[config.mk]
export PLATFORM = sky130hd
export DESIGN_NAME = acfg_serial_regs
export DESIGN_NICKNAME = d
export VERILOG_FILES = /design/src/rtl/acfg_serial_regs.sv
export SDC_FILE = /design/constraint.sdc
export NUM_CORES = 1
export LEC_CHECK = 0
export ABC_AREA = 1
export BUFFER_PORTS_ARGS = -buffer_cell sky130_fd_sc_hd__buf_2
export CORE_ASPECT_RATIO = 0.8
export CORE_MARGIN = 4
export CORE_UTILIZATION = 56
export DETAILED_ROUTE_END_ITERATION = 8
export GPL_TIMING_DRIVEN = 1
export PLACE_DENSITY_LB_ADDON = 0.2
export SYNTH_ARGS = -nofsm -noshare
export SYNTH_HDL_FRONTEND = slang
export SYNTH_SLANG_ARGS = --single-unit
[constraint.sdc]
create_clock -name clk -period 2 [get_ports clk]
set_input_delay 0.1 -clock clk [delete_from_list [all_inputs] [get_ports clk]]
set_output_delay 0.1 -clock clk [all_outputs]
set_load 0.01 [all_outputs]
[src/rtl/acfg_serial_regs.sv]
module acfg_serial_regs #(
  parameter int WORD_W = 16,
  parameter int DATA_W = 9,
  parameter int ADDR_W = 2,
  parameter int ATT_W  = 8
) (
  input  logic             clk,
  input  logic             rst_n,
  input  logic             ser_clk,
  input  logic             ser_data,
  input  logic             ser_latch,
  input  logic             hw_mode,
  input  logic [1:0]       hw_deemph,
  output logic [ATT_W-1:0] atten_l,
  output logic [ATT_W-1:0] atten_r,
  output logic [1:0]       deemph_sel,
  output logic             mute,
  output logic             zero_det_en,
  output logic [3:0]       route
);

  localparam int PFX_W = WORD_W - ADDR_W - DATA_W;
  localparam int NREG  = 1 << ADDR_W;
  localparam int CNT_W = $clog2(WORD_W + 2);
  localparam logic [CNT_W-1:0] FULL = CNT_W'(WORD_W);
  localparam logic [CNT_W-1:0] OVER = CNT_W'(WORD_W + 1);

  logic [2:0]        pin_q, pin_qq;
  logic              sclk_rise, lat_rise;
  logic [WORD_W-1:0] shreg;
  logic [CNT_W-1:0]  bit_cnt;
  logic [DATA_W-1:0] cr [NREG];
  logic              commit;
  logic [ADDR_W-1:0] waddr;

  always_ff @(posedge clk) begin
    if (!rst_n) begin
      pin_q  <= '0;
      pin_qq <= '0;
    end else begin
      pin_q  <= {ser_latch, ser_data, ser_clk};
      pin_qq <= pin_q;
    end
  end

  assign sclk_rise = pin_q[0] & ~pin_qq[0];
  assign lat_rise  = pin_q[2] & ~pin_qq[2];

  always_ff @(posedge clk) begin
    if (!rst_n) begin
      shreg   <= '0;
      bit_cnt <= '0;
    end else if (lat_rise) begin
      bit_cnt <= '0;
    end else if (sclk_rise) begin
      shreg <= {shreg[WORD_W-2:0], pin_q[1]};
      if (bit_cnt != OVER) bit_cnt <= bit_cnt + 1'b1;
    end
  end

  assign commit = lat_rise && (bit_cnt == FULL) && (shreg[WORD_W-1 -: PFX_W] == '0);
  assign waddr  = shreg[DATA_W +: ADDR_W];

  for (genvar g = 0; g < NREG; g++) begin : g_reg
    always_ff @(posedge clk) begin
      if (!rst_n)                               cr[g] <= '0;
      else if (commit && waddr == ADDR_W'(g))   cr[g] <= shreg[DATA_W-1:0];
    end
  end

  assign atten_l     = hw_mode ? '0 : cr[0][ATT_W-1:0];
  assign atten_r     = hw_mode ? '0 : cr[1][ATT_W-1:0];
  assign deemph_sel  = hw_mode ? hw_deemph : cr[2][2:1];
  assign mute        = cr[2][0];
  assign zero_det_en = hw_mode ? 1'b0 : cr[2][4];
  assign route       = hw_mode ? 4'd0 : cr[3][7:4];

  logic unused_bits;
  assign unused_bits = ^{cr[0][DATA_W-1:ATT_W], cr[1][DATA_W-1:ATT_W],
                         cr[2][DATA_W-1:5], cr[2][3], cr[3][DATA_W-1:8], cr[3][3:0]};

  logic [NREG*DATA_W-1:0] all_regs;
  assign all_regs = {cr[3], cr[2], cr[1], cr[0]};

  p_bad_prefix_keeps_r7: assert property (@(posedge clk) disable iff (!rst_n)
    (lat_rise && shreg[WORD_W-1 -: PFX_W] != '0) |=> $stable(all_regs));

  p_short_long_keeps_r8: assert property (@(posedge clk) disable iff (!rst_n)
    (lat_rise && bit_cnt != FULL) |=> $stable(all_regs));

  p_latch_restarts_r8: assert property (@(posedge clk) disable iff (!rst_n)
    lat_rise |=> bit_cnt == '0);

  p_write_cr0_r2: assert property (@(posedge clk) disable iff (!rst_n)
    (lat_rise && bit_cnt == FULL && shreg[WORD_W-1 -: PFX_W] == '0 && shreg[DATA_W +: ADDR_W] == '0)
      |=> (cr[0] == $past(shreg[DATA_W-1:0])) && $stable({cr[3], cr[2], cr[1]}));

  p_hw_defaults_r10: assert property (@(posedge clk) disable iff (!rst_n)
    hw_mode |-> (atten_l == '0 && atten_r == '0 && route == '0 && !zero_det_en));

  p_no_latch_no_write_r2: assert property (@(posedge clk) disable iff (!rst_n)
    !lat_rise |=> $stable(all_regs));

endmodule

==> impl_metrics.json <==
{
  "grt_pass1_wl_um": 7024,
  "finalWorstSetupSlack_ps": 270.8,
  "highest_layer": "met4",
  "synth_top_area_share": 0.3251,
  "first_pass_iters": 4,
  "antenna_cells": 0,
  "hold_depth": 3,
  "cts-root-buf": "clkbuf_8",
  "cap_viol_max_count": 0,
  "critPathCaptureType": "flop",
  "cp.required_ps": 1970,
  "synth_edf_count": 24,
  "cp_max_fo": 8,
  "via_per_inst": 4.702,
  "gr-total-overflow": 0,
  "netlist_top_cells_area": "edfxtp_1, dfxtp_1, nor2_1",
  "power_w": 0.001863,
  "stdcell_count": 352,
  "syn_to_final_growth_pct": 13.94,
  "fin_area_um2": 2526,
  "drt_wl_total_um": 4046,
  "htreeDepth": 2,
  "drive_gt1_frac": 0.1684,
  "synth_seq_cells": 50,
  "synth.most_common_cell": "nor2_1",
  "multiInputGateArea_um2": 747.0,
  "ff_latch_area_um2": 1241,
  "setup_tns_ps": 0,
  "insertion_delay_ps": 300,
  "die_w_um": 78.35,
  "r2r_cells": 7,
  "min_path_type": "primary input to flop",
  "synth_top_area_cell": "edfxtp_1",
  "final.setup_skew_ps": 5.713,
  "reg2reg_slack_ps": 270,
  "clkSlewWorstSetupHoldPaths_ps": 90,
  "worstSetupPathType": "flop to flop",
  "fin_nets": 307,
  "syn_inst": 261,
  "cts_buffer_depth": 2,
  "setup_viol": 0,
  "status": "finished, final reports clean",
  "cts_tree": "done",
  "p_leak_nw": 1.143,
  "initial_core_util": 0.5829,
  "wl_per_cell_um": 11.49,
  "min-delay-start": "rst_n",
  "grt_setup_unrepaired": "no",
  "cts_buffers": 5,
  "num_vias": 1655,
  "die-area_um2": 5036,
  "slew_headroom": 0.7457,
  "worst_pin_slew_ps": 381.4,
  "final-hold-violation-count": 0,
  "r2r_start": "bit_cnt[0]",
  "syn_area_um2": 2217,
  "irDropWorstVdd_uv": 551.0,
  "antenna_found_initial": 0,
  "max_freq_ghz": 0.5783,
  "drt_first_iter_violations": 138,
  "ant_nets": 0,
  "min_period_ps": 1729,
  "yosysWarnings": 0,
  "wl_met1_um": 2015,
  "wl_met3_um": 221,
  "hold_end": "pin_q[2]",
  "timing.rr.end": "cr[1][0]",
  "setup.worst_path.start_class": "flop",
  "core-area_um2": 3804,
  "io_pins": 32,
  "yosys_most_used_dff": "dfxtp_1",
  "row_count": 20,
  "fillCellCount": 351,
  "wl_met2_um": 1730,
  "place_area_um2": 2415,
  "syn_area_per_cell_um2": 8.495,
  "synthArstFlopShare": 0,
  "synth_nets": 272,
  "grt_start_max_net_pins": 25,
  "arrival_ps": 1690,
  "port_buffers": 31,
  "place_ws_ps": 291.2,
  "powerDensity_nw_per_um2": 737.5,
  "maxSlewViolCount": 0,
  "ys_types": 22,
  "grt_pass1_vias": 1562,
  "hpwl_um": 2815,
  "period_share": 0.8646,
  "synth-seq-area-share": 0.5598,
  "dieHeight_um": 64.28,
  "grt.total_usage": 0.1812,
  "clock-sinks": 50,
  "synth_common_cells": "nor2_1, inv_1, nand2_1, dfxtp_1, edfxtp_1",
  "dp_cells": 341,
  "drc": 0,
  "place.gp.congestion": 0.8186
}
## per-stage QoR
| step | util | hold slack, ps |
|---|---|---|
| global route | 0.6641 | 217.1 |
| CTS | 0.6641 | 187.2 |
| detailed placement | 0.6349 | 284.7 |
| global placement | 0.6349 | 281.1 |
| floorplan | - | 197.6 |
| finish | 0.6641 | 194.2 |
## registers in the layout (all words and copies together) (netlist names)
name     cells
cr          24
bit_cnt      5
pin_qq       2
pin_q        3
shreg       16
## kinds of logic (layout without fill, tap and decap cells)
group,count (synthesis),in the layout,share of synthesized area
AOI/OAI and AO/OA,33,33,0.07449
xor gates and xnor gates,1,1,0.003951
muxes,2,2,0.01016
adders and majority gates,3,3,0.01693
and+or+nand+nor,114,114,0.2314
buffers and inverters,58,94,0.1033
DFF,50,50,0.5598
## cell type report
class,instances,area share
clock buffers,6,0.02873
clock inverters,2,0.003467
inverters,50,0.07429
multi-input cells,153,0.2957
flip-flops and latches,50,0.4913
well taps,55,0.02724
repair buffers,36,0.07925
## worst max-delay path, cell delays in order (launching register included)
cell and delay [ps]:
dfxtp_1 370, inv_1 90, ha_1 150, nand2_1 80
nor2_2 180, and2_4 190, nand2_1 50, nand2_1 290
## per-layer routing
metal  track usage  vias to the layer above
li1              -                      871
met5             0                        -
met1        0.2466                      733
met2        0.2735                       44
met4       0.09170                        0
met3       0.03803                        7
## how the worst max path moves through the flow
stage / cells after the start / from / endpoint / slack (ps)
6_report: 7 / bit_cnt[0] / cr[1][0] / 270
4_1_cts: 7 / bit_cnt[0] / cr[1][4] / 270
5_1_grt: 7 / bit_cnt[0] / cr[1][3] / 110
3_5_place_dp: 7 / bit_cnt[0] / cr[1][0] / 290
3_3_place_gp: 7 / bit_cnt[0] / cr[1][3] / 360
2_1_floorplan: 7 / bit_cnt[0] / cr[0][0] / 490
## cells in the final DEF, fill, tap and decap left out, drive strengths merged
master and count:
edfxtp 24, mux2 2, dlygate4sd3 3, inv 50, and2 2, dfxtp 26, xor2 1, a21oi 16
nor2 69, ha 3, nand3 2, clkbuf 6, nand4 6, o21ai 17, buf 33, clkinv 2
nand2 35
## power by group
part	switching (W)	internal, W
registers	0.0000225	0.00111
logic	0.000120	0.0000575
clock network	0.000310	0.000241
## repair_timing
item / 4_1_cts / 5_1_grt
endpoints found under the hold margin: 3 / 0
buffers inserted: 0 / 0
gates resized for setup: 0 / 0
hold buffers: 3 / 0
Power figures use the tool's default switching activity.
